==> src/rtl/int_alu_pkg.sv <==
package int_alu_pkg;
    localparam int XLEN = 32;
    localparam int IMMW = 16;
    localparam int OPW  = 5;
    localparam int SHW  = $clog2(XLEN);

    typedef enum logic [OPW-1:0] {
        OP_ADD  = 5'd0,  OP_ADDU = 5'd1,  OP_SUB  = 5'd2,  OP_SUBU = 5'd3,
        OP_AND  = 5'd4,  OP_OR   = 5'd5,  OP_XOR  = 5'd6,  OP_LHI  = 5'd7,
        OP_SLL  = 5'd8,  OP_SRL  = 5'd9,  OP_SRA  = 5'd10, OP_SLT  = 5'd11,
        OP_SGT  = 5'd12, OP_SLE  = 5'd13, OP_SGE  = 5'd14, OP_SEQ  = 5'd15,
        OP_SNE  = 5'd16
    } alu_op_e;

    typedef enum logic [1:0] {
        SH_LEFT  = 2'd0,
        SH_RLOG  = 2'd1,
        SH_RARI  = 2'd2
    } shift_kind_e;

    typedef struct packed {
        logic [XLEN-1:0] res;
        logic            ovf;
    } alu_state_s;
endpackage

==> src/rtl/alu_imm_widen.sv <==
module alu_imm_widen #(
    parameter int IMMW = 16,
    parameter int XLEN = 32
) (
    input  logic [IMMW-1:0] imm_i,
    input  logic            zext_i,
    output logic [XLEN-1:0] wide_o
);
    localparam int PADW = XLEN - IMMW;

    logic fill_bit;

    always_comb begin
        fill_bit = zext_i ? 1'b0 : imm_i[IMMW-1];
        wide_o   = {{PADW{fill_bit}}, imm_i};
    end
endmodule

==> src/rtl/alu_addsub.sv <==
module alu_addsub #(
    parameter int XLEN = 32
) (
    input  logic [XLEN-1:0] a_i,
    input  logic [XLEN-1:0] b_i,
    input  logic            sub_i,
    output logic [XLEN-1:0] sum_o,
    output logic            sovf_o
);
    logic [XLEN-1:0] b_eff;

    always_comb begin
        b_eff  = sub_i ? ~b_i : b_i;
        sum_o  = a_i + b_eff + {{(XLEN-1){1'b0}}, sub_i};
        sovf_o = (a_i[XLEN-1] == b_eff[XLEN-1]) && (sum_o[XLEN-1] != a_i[XLEN-1]);
    end
endmodule

==> src/rtl/alu_shift.sv <==
module alu_shift
    import int_alu_pkg::*;
#(
    parameter int XLEN = 32,
    parameter int SHW  = $clog2(XLEN)
) (
    input  logic [XLEN-1:0] a_i,
    input  logic [SHW-1:0]  amt_i,
    input  shift_kind_e     kind_i,
    output logic [XLEN-1:0] y_o
);
    always_comb begin
        unique case (kind_i)
            SH_LEFT: y_o = a_i << amt_i;
            SH_RLOG: y_o = a_i >> amt_i;
            SH_RARI: y_o = $unsigned($signed(a_i) >>> amt_i);
            default: y_o = '0;
        endcase
    end
endmodule

==> src/rtl/alu_scmp.sv <==
module alu_scmp #(
    parameter int XLEN = 32
) (
    input  logic [XLEN-1:0] a_i,
    input  logic [XLEN-1:0] b_i,
    output logic            lt_o,
    output logic            eq_o
);
    always_comb begin
        lt_o = $signed(a_i) < $signed(b_i);
        eq_o = (a_i == b_i);
    end
endmodule

==> src/rtl/int_exec_alu.sv <==
module int_exec_alu
    import int_alu_pkg::*;
(
    input  logic            clk,
    input  logic            rst_n,
    input  logic [OPW-1:0]  op_i,
    input  logic            use_imm_i,
    input  logic [XLEN-1:0] rs1_i,
    input  logic [XLEN-1:0] rs2_i,
    input  logic [IMMW-1:0] imm_i,
    output logic [XLEN-1:0] result_o,
    output logic            ovf_o
);
    localparam int PADW = XLEN - IMMW;

    alu_op_e         op_s;
    logic            zext_s;
    logic [XLEN-1:0] imm_wide;
    logic [XLEN-1:0] opb;
    logic            sub_s;
    logic [XLEN-1:0] sum_s;
    logic            sovf_s;
    shift_kind_e     sh_kind;
    logic [XLEN-1:0] sh_y;
    logic            lt_s;
    logic            eq_s;
    alu_state_s      st_d;
    alu_state_s      st_q;

    always_comb begin
        op_s    = alu_op_e'(op_i);
        zext_s  = (op_s == OP_AND) || (op_s == OP_OR) || (op_s == OP_XOR);
        opb     = use_imm_i ? imm_wide : rs2_i;
        sub_s   = (op_s == OP_SUB) || (op_s == OP_SUBU);
        sh_kind = (op_s == OP_SRA) ? SH_RARI : ((op_s == OP_SRL) ? SH_RLOG : SH_LEFT);
    end

    alu_imm_widen #(.IMMW(IMMW), .XLEN(XLEN)) u_widen (
        .imm_i  (imm_i),
        .zext_i (zext_s),
        .wide_o (imm_wide)
    );

    alu_addsub #(.XLEN(XLEN)) u_addsub (
        .a_i    (rs1_i),
        .b_i    (opb),
        .sub_i  (sub_s),
        .sum_o  (sum_s),
        .sovf_o (sovf_s)
    );

    alu_shift #(.XLEN(XLEN), .SHW(SHW)) u_shift (
        .a_i    (rs1_i),
        .amt_i  (opb[SHW-1:0]),
        .kind_i (sh_kind),
        .y_o    (sh_y)
    );

    alu_scmp #(.XLEN(XLEN)) u_cmp (
        .a_i  (rs1_i),
        .b_i  (opb),
        .lt_o (lt_s),
        .eq_o (eq_s)
    );

    always_comb begin
        st_d     = '0;
        st_d.ovf = sovf_s && ((op_s == OP_ADD) || (op_s == OP_SUB));
        case (op_s)
            OP_ADD, OP_ADDU, OP_SUB, OP_SUBU: st_d.res = sum_s;
            OP_AND: st_d.res = rs1_i & opb;
            OP_OR:  st_d.res = rs1_i | opb;
            OP_XOR: st_d.res = rs1_i ^ opb;
            OP_LHI: st_d.res = {imm_i, {PADW{1'b0}}};
            OP_SLL, OP_SRL, OP_SRA: st_d.res = sh_y;
            OP_SLT: st_d.res = XLEN'(lt_s);
            OP_SGT: st_d.res = XLEN'(!lt_s && !eq_s);
            OP_SLE: st_d.res = XLEN'(lt_s || eq_s);
            OP_SGE: st_d.res = XLEN'(!lt_s);
            OP_SEQ: st_d.res = XLEN'(eq_s);
            OP_SNE: st_d.res = XLEN'(!eq_s);
            default: st_d = '0;
        endcase
    end

    always_ff @(posedge clk or negedge rst_n) begin
        if (!rst_n) begin
            st_q <= '0;
        end else begin
            st_q <= st_d;
        end
    end

    assign result_o = st_q.res;
    assign ovf_o    = st_q.ovf;
endmodule

==> config.mk <==
export PLATFORM = sky130hd
export DESIGN_NAME = int_exec_alu
export DESIGN_NICKNAME = d
export VERILOG_FILES = /design/src/rtl/int_alu_pkg.sv /design/src/rtl/alu_imm_widen.sv /design/src/rtl/alu_addsub.sv /design/src/rtl/alu_shift.sv /design/src/rtl/alu_scmp.sv /design/src/rtl/int_exec_alu.sv
export SDC_FILE = /design/constraint.sdc
export NUM_CORES = 1
export LEC_CHECK = 0
export BUFFER_PORTS_ARGS = -buffer_cell sky130_fd_sc_hd__buf_2
export CAP_MARGIN = 20
export CORE_MARGIN = 4
export CORE_UTILIZATION = 56
export CTS_CLUSTER_SIZE = 8
export DETAILED_ROUTE_END_ITERATION = 12
export PLACE_DENSITY = 0.86
export SLEW_MARGIN = 20
export SYNTH_ARGS = -nofsm -noshare
export SYNTH_HDL_FRONTEND = slang
export SYNTH_HIERARCHICAL = 1
export SYNTH_SLANG_ARGS = --single-unit
==> constraint.sdc <==
create_clock -name clk -period 0.8 [get_ports clk]
set_input_delay 0.2 -clock clk [delete_from_list [all_inputs] [get_ports clk]]
set_output_delay 0.2 -clock clk [all_outputs]
set_load 0.03 [all_outputs]
==> results of run 1 <==
## kinds of logic after synthesis
group,after synthesis
fa+ha+maj,127
simple gates,319
buf+inv,237
flops,33
mux,167
compound gates,351
xor+xnor,61
## synthesized netlist by cell type, types with 5 or more instances
cell	instances	area, um^2
ha_1	126	1580
inv_1	111	417
nand2_1	104	390
mux2i_1	90	901
nor2_1	74	278
a22oi_1	63	473
a21oi_1	59	295
o21ai_0	59	295
mux4_2	49	1100
nand3_1	46	230
xor2_1	44	385
buf_4	43	323
clkbuf_1	40	150
o211ai_1	35	263
dfrtp_1	33	826
buf_2	26	130
xnor2_1	17	149
mux2_2	16	180
nor3_1	16	80.1
nor2b_1	15	93.8
a211oi_1	14	105
nand4_1	14	87.6
o22ai_1	14	87.6
a2bb2oi_1	13	114
mux4_1	11	289
buf_6	10	113
a21o_1	9	67.6
o21a_1	8	60.1
nand2b_1	7	43.8
a32oi_1	6	52.6
or3_1	6	37.5
a221oi_1	5	43.8
and2_1	5	31.3
nand4b_1	5	43.8
o221ai_1	5	43.8
## stage by stage
stage	setup WS, ns	utilization, %	cell area, um^2
floorplan	-2.43	-	11000
global placement	-2.62	75.1	14000
detailed placement	-2.82	75.1	14000
CTS	-2.36	86.9	16300
## metal layers
layer | overflow | GRT usage (%)
met1 | 8 | 82.3
met2 | 100 | 95.4
met3 | 8 | 77.2
met4 | 90 | 88.2
met5 | 0 | 57.7
## repair_timing
| item | 4_1_cts |
|---|---|
| hold endpoints to repair | 33 |
| cloned | 6 |
| pin swaps | 121 |
| setup endpoints to repair | 66 |
| setup buffers | 81 |
| hold buffers | 1 |
| resized for setup | 320 |
==> impl_results.md, run 1 <==
* Status: did not finish
* Stage reached: global routing (5_1_grt)
* Stop Error: [ERROR GRT-0116] Global routing finished with congestion. Check the congestion regions in the DRC Viewer.
* Ys flop type: dfrtp_1
* I/O pin cnt at 121
* Post-synth EDFFs at 0
* Mux contribution to synthesized area at approximately a quarter
* Yosys reg bits at 33
* I/O Buffers at 120
* Post-synthesis area per instance at 8.21 um^2
* Synth cell types at ~90
* Syn. warnings at 6
* Gate Count Post-Synth at about 1.3k
* DP Cell Count at 1908
* Post-DP HPWL at just under 40000 um
* Die width at ~150 um
* Num rows at 50
* Syn nets at between 1.5k and 2k
* GRT Util Overall at 85.0%
* H-tree Lvls at 2
* Syn Std Cell Area at 0.0106 mm^2
* Async S/R FF share, synth at 100%
* Root Driver: clkbuf_16
* Synth Area in XOR/XNOR at between 5 and 6%
* Largest buffer count on any clock path at 2
* Main combinational cell family by area after synthesis: multiplexers
* Die Y at between 100 and 150 um
* Final GP Congestion at approximately 1.3
* Sink Count at 33
* Synth Area in Simple Gates at 14.6%
* Largest net degree at the start of global routing at 46
* Adder-Cell Fraction of Synth Area at between 10% and 20%
* Total congestion overflow at approximately 210
* Total CTS buffers at 5
* First-pass GRT wire length at roughly 140000 um
* Seq/Total Area, Yosys at under 10%
* Compound-Gate Fraction of Synth Area at a little under a quarter
* Starting density of the core at a little under three fifths
* Vias in the first global route at 19.5k
==> inputs of run 2 (changes only) <==
--- a/config.mk
+++ b/config.mk
@@ -8,10 +8,9 @@
 export BUFFER_PORTS_ARGS = -buffer_cell sky130_fd_sc_hd__buf_2
 export CAP_MARGIN = 20
 export CORE_MARGIN = 4
-export CORE_UTILIZATION = 56
-export CTS_CLUSTER_SIZE = 8
+export CORE_UTILIZATION = 40
 export DETAILED_ROUTE_END_ITERATION = 12
-export PLACE_DENSITY = 0.86
+export PLACE_DENSITY_LB_ADDON = 0.15
 export SLEW_MARGIN = 20
 export SYNTH_ARGS = -nofsm -noshare
 export SYNTH_HDL_FRONTEND = slang
==> constraint.sdc (replaced) <==
create_clock -name clk -period 1 [get_ports clk]
set_input_delay 0.25 -clock clk [delete_from_list [all_inputs] [get_ports clk]]
set_output_delay 0.25 -clock clk [all_outputs]
set_load 0.03 [all_outputs]
==> run 2 against run 1 <==
Compared with the run above:
- the flow now finishes, with violations (setup timing)
- synthesized cell count is the same
- synthesized area is the same
==> impl_results.md, run 2 <==
* Max IR drop VDD at between 0.5 and 0.6 mV
* Crit path required time at around 1.1 ns
* Vias in the first global route at about 13k
* Most frequent cells in the layout: buf_4 (451), ha_1 (106), inv_1 (94), nand2_1 (94), buf_2 (83)
* Startpoint Class: input port
* Clock power frac at 10.4%
* Antenna violations before repair at 0
* Worst slew pin tran at around 0.62 ns
* Core ar. at around 0.026 mm^2
* FF/Latch Area at between 800 and 900 um^2
* Commonest cells in the netlist: ha_1 (126), inv_1 (111), nand2_1 (104), mux2i_1 (90), nor2_1 (74)
* Most numerous cell in the Yosys netlist: ha_1
* GRT Util Overall at a little over a third
* Failing checks: setup timing
* Max_slew headroom at about three fifths
* Sink Count at 33 (unchanged)
* Die width at 171 um (+17%)
* Syn Std Cell Area at 0.0106 mm^2 (unchanged)
* Final wirelength at between 50000 and 60000 um
* Antenna Nets Post-Route at 0
* Switch Pwr at approximately 7.0 mW
* Switching Share at a little under half
* Pins Over Slew Limit at 0
* Total congestion overflow at 0
* NumNets Final at ~2.0k
* Post-synth top area share at 14.8% (unchanged)
* Number of max-cap violations at 0
* Critical path peak fanout at 6
* Drt drc at 0
* Footprint of the multi-input gates at a little under 0.01 mm^2
* Num rows at 59 (+18%)
* Initial drt markers at roughly 1.3k
* Yosys reg bits at 33 (unchanged)
* Synth cell types at 89 (unchanged)
* Reg power frac at between 10 and 15%
* Die area at 0.0293 mm^2
* Total number of vias at 13.0k
* Final setup fails at 66
* Syn nets at 1510 (unchanged)
* H-tree Lvls at 2 (unchanged)
* Antenna cell count at 0
* WP data arrival at about 3.4 ns
* Post-synth EDFFs at 0 (unchanged)
* Pwr Density at roughly 890 mW/mm^2
* Gate Count Post-Synth at 1295 (unchanged)
* Post-synthesis area per instance at 8.21 um^2 (unchanged)
* Largest buffer count on any clock path at 2 (unchanged)
* I/O pin cnt at 121 (unchanged)
* Starting density of the core at 40.7% (-16 points)
* Post-DP HPWL at 40300 um (+1.3%)
* Max reg flops at 32
* Seq/Total Area, Yosys at 7.77% (unchanged)
* Hold-critical path endpoint: result_o[26]$_DFF_PN0_
* Total CTS buffers at 5 (unchanged)
* Hold Startpoint: imm_i[10]
* Cell area after layout at ~0.017 mm^2
* Placed instance area at 0.0145 mm^2 (+3.3%)
* Type of the most critical hold path: in2reg
* Per-cell routed wire length at 24.4 um
* Final hold slack at ~0.22 ns
* RSZ-0062 raised after global routing: true
* Root Driver: clkbuf_16
* Hold Crit Depth at 3
* Die Y at 171 um (+17%)
* Top cells by area, synth: ha_1 (15%), mux4_2 (10%), mux2i_1 (8.5%), dfrtp_1 (7.8%), a22oi_1 (4.4%)
* I/O Buffers at 120 (unchanged)
* Area Growth Syn to Fin at 62.9%
* Worst setup margin at -2.31 ns
* Setup CP Type: in2reg
* CTS tree: yes
* Via/cell ratio at around 6
* Crit path time final at roughly 3.3 ns
* Commonest non-fill, non-tap cell in the layout: buf_4
* Final number of hold-violating endpoints at 0
* Largest net degree at the start of global routing at 44
* Crit end category: flip-flop
* Reported leakage power at 8.27 nW
* Pint at 8.37 mW
* Ys flop type: dfrtp_1
* Syn. warnings at 6 (unchanged)
* Final GP Congestion at 1.00 (-21%)
* Clock slew at the register clock pins of the worst setup and hold paths at roughly 0.060 ns
* Status: complete, but fails checks
* Max frequency at 0.302 GHz
* Period utilization at 331%
* Async S/R FF share, synth at 100% (unchanged)
* Layout cell share with drive strength beyond 1 at 52.2%
* Fillers at around 2.2k
* First-pass DRT Iterations at 6
* Cell accounting for the most synthesized area: ha_1
* Logic pwr share at about four fifths
* First-pass GRT wire length at 77200 um
-- run 2: cell counts after synthesis --
No cell type changed its count.
-- run 2: per-stage QoR --
| step | TNS [ns] | cells | power [mW] | worst slack [ns] | utilization (%) |
|---|---|---|---|---|---|
| final | -69.49 | 2165 | 15.4 | -2.31 | 66.3 |
| after global routing | -73.44 | 2165 | 16.2 | -2.41 | 66.3 |
| after CTS | -64.60 | 2128 | 14.4 | -2.14 | 63.0 |
| after detailed placement | -80.21 | 2054 | 11.2 | -2.70 | 55.5 |
| after global placement | -79.50 | 2054 | 11.1 | -2.67 | 55.5 |
| after floorplan | -62.62 | 1295 | 6.99 | -2.28 | - |
-- run 2: what timing repair did --
action                                  in CTS  in global routing
hold endpoints to repair                    33                  0
pin swaps                                  103                 81
gates cloned                                 8                  0
resized for setup                          283                130
endpoints found under the setup margin      66                 66
hold buffers                                 1                  0
buffers inserted                            60                 42
-- run 2: critical path, cell delays in order --
cell       delay, ns
buf_8           0.09
buf_4           0.14
nor3_4          0.17
and2_4          0.20
buf_12          0.15
xor2_1          0.20
ha_1            0.31
buf_4           0.16
buf_6           0.10
a21o_1          0.18
a2bb2oi_4       0.18
nand4_1         0.14
buf_6           0.16
a21oi_4         0.22
buf_4           0.15
buf_6           0.08
nor2_1          0.04
xor2_1          0.13
a22oi_1         0.17
o211ai_1        0.17
-- run 2: how the worst max path moves through the flow --
stage / startpoint / endpoint / slack, ns
global placement: use_imm_i / result_o[28]$_DFF_PN0_ / -2.67
global route: op_i[4] / ovf_o$_DFF_PN0_ / -2.41
finish: op_i[4] / result_o[15]$_DFF_PN0_ / -2.31
floorplan: op_i[3] / result_o[28]$_DFF_PN0_ / -2.28
detailed placement: use_imm_i / result_o[28]$_DFF_PN0_ / -2.70
CTS: op_i[4] / result_o[26]$_DFF_PN0_ / -2.14
-- run 2: area by class of cell --
type                    count  share of cell area (%)
well taps                 335                    2.42
multi-input cells        1026                    57.4
flip-flops and latches     33                    4.77
clock buffers               6                   0.744
clock inverters             2                  0.0578
repair buffers            650                    32.0
inverters                 113                    2.57
-- run 2: logic make-up after synthesis --
logic type               share of synthesized area [%]
flip-flops                                        7.77
XOR/XNOR                                          5.02
AO/OA/AOI/OAI                                     23.1
buffers and inverters                             11.0
AND/OR/NAND/NOR                                   14.6
adder cells (fa/ha/maj)                           15.0
multiplexers                                      23.4
-- run 2: power by group through the flow --
stage | sequential [mW] | clock, mW | combinational [mW]
2_1_floorplan | 1.84 | 0 | 5.15
3_3_place_gp | 1.55 | 0 | 9.57
3_5_place_dp | 1.55 | 0 | 9.61
4_1_cts | 1.56 | 1.63 | 11.2
5_1_grt | 1.58 | 1.68 | 12.9
6_report | 1.57 | 1.60 | 12.2
-- run 2: per-layer routing --
metal / part of all wire (%) / GRT usage [%] / vias to the layer above / wire length, um
met4: 3.5 / 9.30 / 0 / 1830
met5: 0 / 0 / - / 0
met1: 43 / 48.2 / 6337 / 22800
met3: 8.9 / 8.04 / 92 / 4710
li1: - / - / 5883 / -
met2: 44 / 54.6 / 658 / 23500
No activity file was read; power rests on OpenSTA's default activity.
